$ cat src/rtl/ppio_pkg.sv
package ppio_pkg;
  localparam int DW = 8;
  localparam int IW = $clog2(DW);
  localparam int HW = DW / 2;

  localparam logic [1:0] ADR_A   = 2'd0;
  localparam logic [1:0] ADR_B   = 2'd1;
  localparam logic [1:0] ADR_C   = 2'd2;
  localparam logic [1:0] ADR_CTL = 2'd3;

  typedef struct packed {
    logic a_in;
    logic b_in;
    logic cu_in;
    logic cl_in;
  } dir_t;

  localparam dir_t DIR_RESET = '{a_in: 1'b1, b_in: 1'b1, cu_in: 1'b1, cl_in: 1'b1};

  // Input mask: 1 where a bit reads from the pins
  function automatic logic [DW-1:0] in_mask(input logic hi_in, input logic lo_in);
    return {{HW{hi_in}}, {HW{lo_in}}};
  endfunction

  function automatic logic [DW-1:0] merge_rd(input logic [DW-1:0] pin,
                                             input logic [DW-1:0] lat,
                                             input logic [DW-1:0] msk);
    return (pin & msk) | (lat & ~msk);
  endfunction

  function automatic logic [DW-1:0] bit_op(input logic [DW-1:0] lat,
                                           input logic [IW-1:0] idx,
                                           input logic          val);
    logic [DW-1:0] r;
    r      = lat;
    r[idx] = val;
    return r;
  endfunction
endpackage

$ cat src/rtl/ppio_busdec.sv
module ppio_busdec (
  input  logic       cs_n,
  input  logic [1:0] addr,
  input  logic       wr,
  input  logic       rd,
  input  logic       ctl_b7,
  output logic [2:0] ev_wr_port,
  output logic       ev_mode_set,
  output logic       ev_bit_op,
  output logic       rd_sel
);
  logic wr_sel;
  assign wr_sel = ~cs_n & wr;
  assign rd_sel = ~cs_n & rd;

  always_comb begin
    ev_wr_port = '0;
    if (wr_sel && addr != ppio_pkg::ADR_CTL) ev_wr_port[addr] = 1'b1;
  end

  assign ev_mode_set = wr_sel && (addr == ppio_pkg::ADR_CTL) &&  ctl_b7;
  assign ev_bit_op   = wr_sel && (addr == ppio_pkg::ADR_CTL) && !ctl_b7;
endmodule

$ cat src/rtl/ppio_dirreg.sv
module ppio_dirreg #(
  parameter bit REDUCED = 1'b0
) (
  input  logic           clk,
  input  logic           rst_n,
  input  logic           load,
  input  ppio_pkg::dir_t nd,
  output ppio_pkg::dir_t dir
);
  generate
    if (REDUCED) begin : g_red
      logic a_q;
      always_ff @(posedge clk or negedge rst_n) begin
        if (!rst_n)    a_q <= 1'b1;
        else if (load) a_q <= nd.a_in;
      end
      assign dir = '{a_in: a_q, b_in: 1'b1, cu_in: 1'b0, cl_in: 1'b0};
    end else begin : g_full
      ppio_pkg::dir_t d_q;
      always_ff @(posedge clk or negedge rst_n) begin
        if (!rst_n)    d_q <= ppio_pkg::DIR_RESET;
        else if (load) d_q <= nd;
      end
      assign dir = d_q;
    end
  endgenerate
endmodule

$ cat src/rtl/ppio_latch.sv
module ppio_latch #(
  parameter int DW = 8,
  localparam int IW = $clog2(DW)
) (
  input  logic          clk,
  input  logic          rst_n,
  input  logic          clr,
  input  logic          ld,
  input  logic [DW-1:0] ld_data,
  input  logic          bop,
  input  logic [IW-1:0] bop_idx,
  input  logic          bop_val,
  output logic [DW-1:0] q
);
  always_ff @(posedge clk or negedge rst_n) begin
    if (!rst_n)   q <= '0;
    else if (clr) q <= '0;
    else if (ld)  q <= ld_data;
    else if (bop) q <= ppio_pkg::bit_op(q, bop_idx, bop_val);
  end
endmodule

$ cat src/rtl/ppio_mode0.sv
module ppio_mode0 #(
  parameter bit REDUCED = 1'b0
) (
  input  logic       clk,
  input  logic       rst_n,
  input  logic       cs_n,
  input  logic [1:0] addr,
  input  logic       rd,
  input  logic       wr,
  input  logic [7:0] wdata,
  output logic [7:0] rdata,
  input  logic [7:0] pa_in,
  output logic [7:0] pa_out,
  output logic [7:0] pa_oe,
  input  logic [7:0] pb_in,
  output logic [7:0] pb_out,
  output logic [7:0] pb_oe,
  input  logic [7:0] pc_in,
  output logic [7:0] pc_out,
  output logic [7:0] pc_oe
);
  import ppio_pkg::*;
  localparam int NP = 3;

  logic [NP-1:0]         ev_wr_port;
  logic                  ev_mode_set;
  logic                  ev_bit_op;
  logic                  ev_clear;
  logic                  rd_sel;
  dir_t                  nd;
  dir_t                  dir;
  logic [NP-1:0][DW-1:0] lat_q;
  logic [NP-1:0][DW-1:0] pin_v;
  logic [NP-1:0][DW-1:0] msk;

  ppio_busdec u_dec (
    .cs_n(cs_n), .addr(addr), .wr(wr), .rd(rd), .ctl_b7(wdata[7]),
    .ev_wr_port(ev_wr_port), .ev_mode_set(ev_mode_set),
    .ev_bit_op(ev_bit_op), .rd_sel(rd_sel)
  );

  assign nd = '{a_in: wdata[4], b_in: wdata[1], cu_in: wdata[3], cl_in: wdata[0]};

  ppio_dirreg #(.REDUCED(REDUCED)) u_dir (
    .clk(clk), .rst_n(rst_n), .load(ev_mode_set), .nd(nd), .dir(dir)
  );

  assign ev_clear = REDUCED ? 1'b0 : ev_mode_set;

  assign pin_v = {pc_in, pb_in, pa_in};
  assign msk[0] = in_mask(dir.a_in,  dir.a_in);
  assign msk[1] = in_mask(dir.b_in,  dir.b_in);
  assign msk[2] = in_mask(dir.cu_in, dir.cl_in);

  generate
    for (genvar i = 0; i < NP; i++) begin : g_port
      ppio_latch #(.DW(DW)) u_lat (
        .clk(clk), .rst_n(rst_n), .clr(ev_clear),
        .ld(ev_wr_port[i]), .ld_data(wdata),
        .bop((i == NP-1) && ev_bit_op),
        .bop_idx(wdata[IW:1]), .bop_val(wdata[0]),
        .q(lat_q[i])
      );
    end
  endgenerate

  assign pa_out = lat_q[0];
  assign pb_out = lat_q[1];
  assign pc_out = lat_q[2];
  assign pa_oe  = ~msk[0];
  assign pb_oe  = ~msk[1];
  assign pc_oe  = ~msk[2];

  always_comb begin
    rdata = '0;
    if (rd_sel) begin
      if (addr == ADR_CTL) rdata = '1;
      else                 rdata = merge_rd(pin_v[addr], lat_q[addr], msk[addr]);
    end
  end
endmodule

$ cat config.mk
export PLATFORM = sky130hd
export DESIGN_NAME = ppio_mode0
export DESIGN_NICKNAME = d
export VERILOG_FILES = /design/src/rtl/ppio_pkg.sv /design/src/rtl/ppio_busdec.sv /design/src/rtl/ppio_dirreg.sv /design/src/rtl/ppio_latch.sv /design/src/rtl/ppio_mode0.sv
export SDC_FILE = /design/constraint.sdc
export NUM_CORES = 1
export LEC_CHECK = 0
export BUFFER_PORTS_ARGS = -buffer_cell sky130_fd_sc_hd__buf_2
export CELL_PAD_IN_SITES_DETAIL_PLACEMENT = 1
export CELL_PAD_IN_SITES_GLOBAL_PLACEMENT = 2
export CORE_ASPECT_RATIO = 1.2
export CORE_MARGIN = 8
export CORE_UTILIZATION = 26
export DETAILED_ROUTE_END_ITERATION = 8
export HOLD_SLACK_MARGIN = 0.1
export PLACE_DENSITY_LB_ADDON = 0.1
export SYNTH_ARGS = -nofsm -noshare
export SYNTH_HDL_FRONTEND = slang
export SYNTH_SLANG_ARGS = --single-unit
$ cat constraint.sdc
create_clock -name clk -period 1.6 [get_ports clk]
set_clock_uncertainty 0.1 [all_clocks]
set_input_delay 0.32 -clock clk [delete_from_list [all_inputs] [get_ports clk]]
set_output_delay 0.32 -clock clk [all_outputs]
set_load 0.03 [all_outputs]
======== Word-level counts from Yosys, hierarchy flattened ========
Index checks and enable logic that the tools add are counted.
word-level totals
  input bits .............................. 39
  register bits after elaboration ......... 28
  word-level logic and storage cells ...... 54
  output and inout bits ................... 56
cells by class
  order comparisons ....................... 4
  reductions and logical operators ........ 10
  mux-type cells .......................... 21
  equality and inequality tests ........... 2
  bitwise logic cells ..................... 10
operators by type and width
  cell                count
  $mux 8              12
  $bmux 8 s2          3
  $not 8->8           4
  $and 8x8->8         2
  $bwmux 8            1
  $or 8x8->8          1
  $logic_and 1x1->1   6
  $lt 3x4->1 const B  1
  $reduce_bool 2->1   2
  $demux 1 s3         1
  $ge 3x1->1 const B  1
  $lt 2x3->1 const B  1
  $mux 3              1
  $reduce_bool 3->1   1
  $and 1x1->1         2
  $demux 1 s2         1
  $eq 2x2->1 const B  1
  $ge 2x1->1 const B  1
  $mux 1              2
  $ne 2x2->1 const B  1
  $logic_not 1->1     1
  $not 1->1           1

======== Longest topological paths before layout ========
  depth in word-level cells ............... 8
  mapped depth ............................ 6
  gate-level depth less buffers ........... 4

======== Hierarchy ========
Synthesis repeated with hierarchy kept, for this count alone.
unflattened totals
  cells, all modules ...................... 278
  area, all modules ....................... 2451.1 um2
by module, submodules not included
  module       cells each  times used  area an instance (um2)  sequential area each (um2)
  ppio_latch   51          3           496.7                   200.2
  ppio_mode0   108         1           740.7                   0.0
  ppio_dirreg  8           1           150.1                   105.1
  ppio_busdec  9           1           70.1                    0.0

======== Worst setup path before layout ========
OpenSTA, ideal clock, no wires.
  kind .................................... reg-to-output
  from .................................... register u_dir.g_full.d_q, in the netlist u_dir.dir[1]
  to ...................................... output port rdata[4]
  buffers on the path ..................... 0
  slack ................................... -428 ps
  data arrival time ....................... 1608 ps
  required time ........................... 1180 ps
  stages on the path, launching flop included .. 5
  path through ............................ dfstp_2 > inv_1 > a221oi_2 > a21oi_1 > a21oi_1
on the way
  longest elaborated chain between the ends .. 7
  elaborated cells between the ends (all ways) .. 8
  those cells by class .................... mux: 4; bitwise: 4
ends and longest elaborated chain
  item                            line               source
  start: declaration              ppio_dirreg.sv:19  ppio_pkg::dir_t d_q;
  start signal: assignment        ppio_dirreg.sv:21  if (!rst_n) d_q <= ppio_pkg::DIR_RESET;
  start signal: assignment        ppio_dirreg.sv:22  else if (load) d_q <= nd;
  $bmux 8 s2 *                    ppio_mode0.sv:78   else rdata = merge_rd(pin_v[addr], lat_q[addr], msk[addr]);
  $mux 8 (implied by the code) *  ppio_mode0.sv:78
  $not 8->8                       ppio_pkg.sv:28     return (pin & msk) | (lat & ~msk);
  $and 8x8->8                     ppio_pkg.sv:28
  $or 8x8->8 *                    ppio_pkg.sv:28
  $mux 8 *                        ppio_mode0.sv:77   if (addr == ADR_CTL) rdata = '1;
  $mux 8 *                        ppio_mode0.sv:76   if (rd_sel) begin
  end: declaration                ppio_mode0.sv:11   output logic [7:0] rdata,
Every way passes the cells marked *; elsewhere a longest branch is shown, timed or not. The select of a mux whose other input is x is not followed.

======== Worst setup path in the final report ========
  from .................................... register u_dir.g_full.d_q, in the netlist u_dir.dir[3]
  to ...................................... output port rdata[0]
The elaborated chain is that of the path after synthesis.

==> metrics.txt <==
# TYPE chip_impl_metric gauge
chip_impl_info{name="rr_startpoint",value="u_dir.dir[2]$_DFFE_PN1N_"} 1
chip_impl_metric{name="starting_density_of_the_core",unit=""} 0.2650
chip_impl_metric{name="power.density_cell_area",unit="nW/um^2"} 1045
chip_impl_metric{name="cts_made_buffers",unit=""} 3
chip_impl_metric{name="antenna_cells",unit=""} 0
chip_impl_metric{name="remaining_drc_errors",unit=""} 0
chip_impl_metric{name="viasPerCell",unit=""} 4.898
chip_impl_metric{name="clock_sink_count",unit=""} 28
chip_impl_metric{name="dp.final_hpwl",unit="mm"} 6.883
chip_impl_metric{name="use_met1",unit=""} 0.1783
chip_impl_info{name="yosys.area.top_type",value="dfrtp_1"} 1
chip_impl_metric{name="globalRoute.totalOverflow",unit=""} 0
chip_impl_metric{name="setup_viol",unit=""} 24
chip_impl_metric{name="slew_headroom",unit=""} 0.7370
chip_impl_metric{name="fp.dieArea",unit="sq um"} 11330
chip_impl_metric{name="total_nets_final",unit=""} 414
chip_impl_metric{name="transition_at_the_pin_with_the_smallest_max_transition_slack",unit="ns"} 0.3946
chip_impl_info{name="synth_common_cells",value="35 x a21oi_1, 29 x nand2_1, 24 x dfrtp_1"} 1
chip_impl_metric{name="row_count",unit=""} 36
chip_impl_metric{name="port_buffers",unit=""} 94
chip_impl_metric{name="grt_first_pass_wirelength",unit="mm"} 14.01
chip_impl_metric{name="globalRouteMet2Util",unit=""} 0.2794
chip_impl_info{name="rr_endpoint",value="u_dir.dir[2]$_DFFE_PN1N_"} 1
chip_impl_metric{name="reg2regPathDepth",unit=""} 5
chip_impl_metric{name="nFillCells",unit=""} 998
chip_impl_metric{name="cts.reportedPaths.clkPinSlew",unit="ns"} 0.10
chip_impl_metric{name="place.gp.congestion",unit=""} 0.7794
chip_impl_metric{name="warnings_synthesis",unit=""} 0
chip_impl_metric{name="timing.critical_path.fanout_max",unit=""} 3
chip_impl_metric{name="netlist_area",unit="sq um"} 2125
chip_impl_metric{name="grt.met3_usage",unit=""} 0.04300
chip_impl_info{name="gr-max-usage-layer",value="met2"} 1
chip_impl_metric{name="vias",unit=""} 2297
chip_impl_metric{name="ioPinCount",unit=""} 95
chip_impl_metric{name="netlist-cell-type-count",unit=""} 36
chip_impl_metric{name="timing_max_transition_violations_final",unit=""} 0
chip_impl_info{name="failed_checks",value="negative setup slack"} 1
chip_impl_metric{name="insertion_delay",unit="ns"} 0.28
chip_impl_metric{name="period_needed",unit="ns"} 2.192
chip_impl_info{name="timing.critical_path.to",value="rdata[0]"} 1
chip_impl_metric{name="timing.final.ws_setup",unit="ns"} -0.5918
chip_impl_metric{name="leakage",unit="nW"} 1.568
chip_impl_metric{name="reg2reg_setup_slack",unit="ns"} 0.22
chip_impl_metric{name="postSynthNetCount",unit=""} 296
chip_impl_info{name="cp-startpoint",value="u_dir.dir[3]$_DFFE_PN1N_"} 1
chip_impl_metric{name="vias_in_the_first_global_route",unit=""} 2528
chip_impl_info{name="min_from",value="wdata[4]"} 1
chip_impl_metric{name="fmaxAchievable",unit="GHz"} 0.4562
chip_impl_metric{name="timing.hold.ws",unit="ns"} 0.1913
chip_impl_info{name="yosys.cell_count.top_type",value="a21oi_1"} 1
chip_impl_metric{name="synth.yosys.seq_area_share",unit=""} 0.3322
chip_impl_metric{name="track_usage",unit=""} 0.1558
chip_impl_info{name="synth.area.top_cells",value="dfrtp_1 28%, mux2i_1 11%, a21oi_1 8.2%"} 1
chip_impl_metric{name="yosys_register_bits",unit=""} 28
chip_impl_metric{name="drt_pre_antenna_iters",unit=""} 4
chip_impl_metric{name="post-synth-top-area-fraction",unit=""} 0.2827
chip_impl_metric{name="post_drt_wl_per_cell",unit="um"} 18.75
chip_impl_metric{name="timing.critical_path.required",unit="ns"} 1.18
chip_impl_metric{name="ant_nets",unit=""} 0
chip_impl_metric{name="drt_wl_total",unit="mm"} 8.794
chip_impl_metric{name="vdd_ir_drop_max",unit="uV"} 468.0
chip_impl_metric{name="postSynthCellCount",unit=""} 257
chip_impl_info{name="path_class",value="reg2out"} 1
chip_impl_metric{name="totalNegativeSetupSlack",unit="ns"} -7.870
chip_impl_metric{name="floorplan_core_area",unit="sq um"} 8018
chip_impl_metric{name="cp.arrival",unit="ns"} 1.77
chip_impl_metric{name="grt_antenna_before_repair",unit=""} 0
chip_impl_info{name="worst_hold_path_type",value="in2reg"} 1
chip_impl_metric{name="area_growth",unit="%"} 52.59
chip_impl_info{name="timing.critical_path.from_type",value="register"} 1
chip_impl_metric{name="avgSynthCellArea",unit="sq um"} 8.267
chip_impl_metric{name="final_layout_size_suffix_gt1_frac",unit=""} 0.4973
chip_impl_metric{name="cts-htree-levels",unit=""} 1
chip_impl_metric{name="die_width",unit="um"} 98.52
chip_impl_info{name="cts_root_buffer",value="clkbuf_8"} 1
chip_impl_metric{name="floorplan.die.height",unit="um"} 115.0
chip_impl_metric{name="dr.first_iter.drc_count",unit=""} 94
chip_impl_metric{name="post-route-period-util",unit=""} 1.370
chip_impl_metric{name="hold_fails_final_rpt",unit=""} 0
chip_impl_metric{name="share_of_flip_flops_with_an_asynchronous_set_or_reset_after_synthesis",unit=""} 1.000
chip_impl_info{name="cts_tree",value="yes"} 1
chip_impl_metric{name="maxCapViolCount",unit=""} 0
chip_impl_metric{name="grt_start_max_net_pins",unit=""} 29
chip_impl_metric{name="design_power_total",unit="W"} 0.003386
chip_impl_metric{name="edff_count_synth",unit=""} 0
chip_impl_info{name="outcome",value="finished, violations left"} 1
chip_impl_info{name="crit_path_end_kind",value="output port"} 1
chip_impl_info{name="synth-main-ff-cell",value="dfrtp_1"} 1
chip_impl_metric{name="cts_max_path_buffers",unit=""} 2
chip_impl_info{name="unrepaired_setup_endpoints_after_global_routing",value="true"} 1
## final cells by class
class                      instances  area, sq um  share of cell area
clock inverter                     1        30.03            0.009263
timing repair inverter             1        5.005            0.001544
clock buffer                       3        41.29             0.01274
timing repair buffer             151         1110              0.3423
tap                               95        118.9             0.03667
inverter                           7        33.78             0.01042
sequential                        28        705.7              0.2177
multi-input combinational        183         1197              0.3694
## cell families after synthesis
logic type / after synthesis / synth area share
and+or+nand+nor: 81 / 0.1985
DFF: 28 / 0.3322
buffers and inverters: 46 / 0.1378
AOI/OAI and AO/OA: 79 / 0.2232
muxes: 23 / 0.1084
## how the worst min path moves through the flow
stage	endpoint	slack [ns]	cells after the start
after detailed placement	g_port[2].u_lat.q[2]$_DFFE_PN0P_	0.26	2
after floorplan	g_port[0].u_lat.q[0]$_DFFE_PN0P_	-0.08	0
after global placement	g_port[2].u_lat.q[2]$_DFFE_PN0P_	0.26	2
final	u_dir.dir[3]$_DFFE_PN1N_	0.19	3
after global routing	g_port[0].u_lat.q[6]$_DFFE_PN0P_	0.20	3
after CTS	u_dir.dir[3]$_DFFE_PN1N_	0.19	3
## per-stage QoR
stage,utilization,worst slack [ns],cells,cell area [sq um]
after global placement,0.3589,-0.3149,456,2878
final,0.4043,-0.5918,469,3242
after CTS,0.3973,-0.5798,467,3186
after global routing,0.4043,-0.6772,469,3242
after detailed placement,0.3589,-0.3290,456,2878
after floorplan,-,-0.2586,257,2183
## per-layer routing
layer,wire [um],share of wire
met5,0,0
met4,91,0.010
met3,654,0.074
met2,4361,0.50
met1,3685,0.42
## power by group
group / total (W) / switching [W] / internal, W
logic: 0.00186 / 0.00110 / 0.000765
registers: 0.000940 / 0.000102 / 0.000838
clock network: 0.000584 / 0.000248 / 0.000336
total: 0.00339 / 0.00145 / 0.00194
## cells in the final DEF (no fill, tap or decap), types with 3 or more instances in the layout
| cell | count |
|---|---|
| dfstp_2 | 4 |
| buf_4 | 51 |
| nor2_1 | 23 |
| clkbuf_8 | 3 |
| nand3b_1 | 10 |
| nand2_1 | 29 |
| mux2i_1 | 22 |
| a32o_1 | 3 |
| nor3_1 | 3 |
| inv_1 | 3 |
| buf_6 | 33 |
| o21ai_0 | 21 |
| a21oi_2 | 11 |
| buf_2 | 65 |
| o31ai_1 | 5 |
| a31oi_1 | 3 |
| nand2b_1 | 4 |
| dfrtp_1 | 24 |
| a21oi_1 | 23 |
| o21ai_1 | 3 |
## sequential cells by signal (all words and copies together), names as in the netlist
signal / cells
g_port.u_lat.q: 24
u_dir.dir: 4
## what timing repair did
action / 4_1_cts / 5_1_grt
gates resized for setup: 60 / 14
setup buffers: 6 / 2
gates cloned: 0 / 1
pin swaps: 1 / 1
endpoints found under the setup margin: 32 / 33
hold buffers: 1 / 0
endpoints found under the hold margin: 24 / 0
## worst max-delay path, stage by stage (launching register included)
cell	delay, ns
dfstp_2	0.59
buf_4	0.12
buf_6	0.11
nor3_1	0.05
a21oi_1	0.15
o21ai_1	0.08
buf_4	0.14
a21oi_4	0.10
buf_6	0.14
Note: power is estimated with default switching activity, not from simulation.
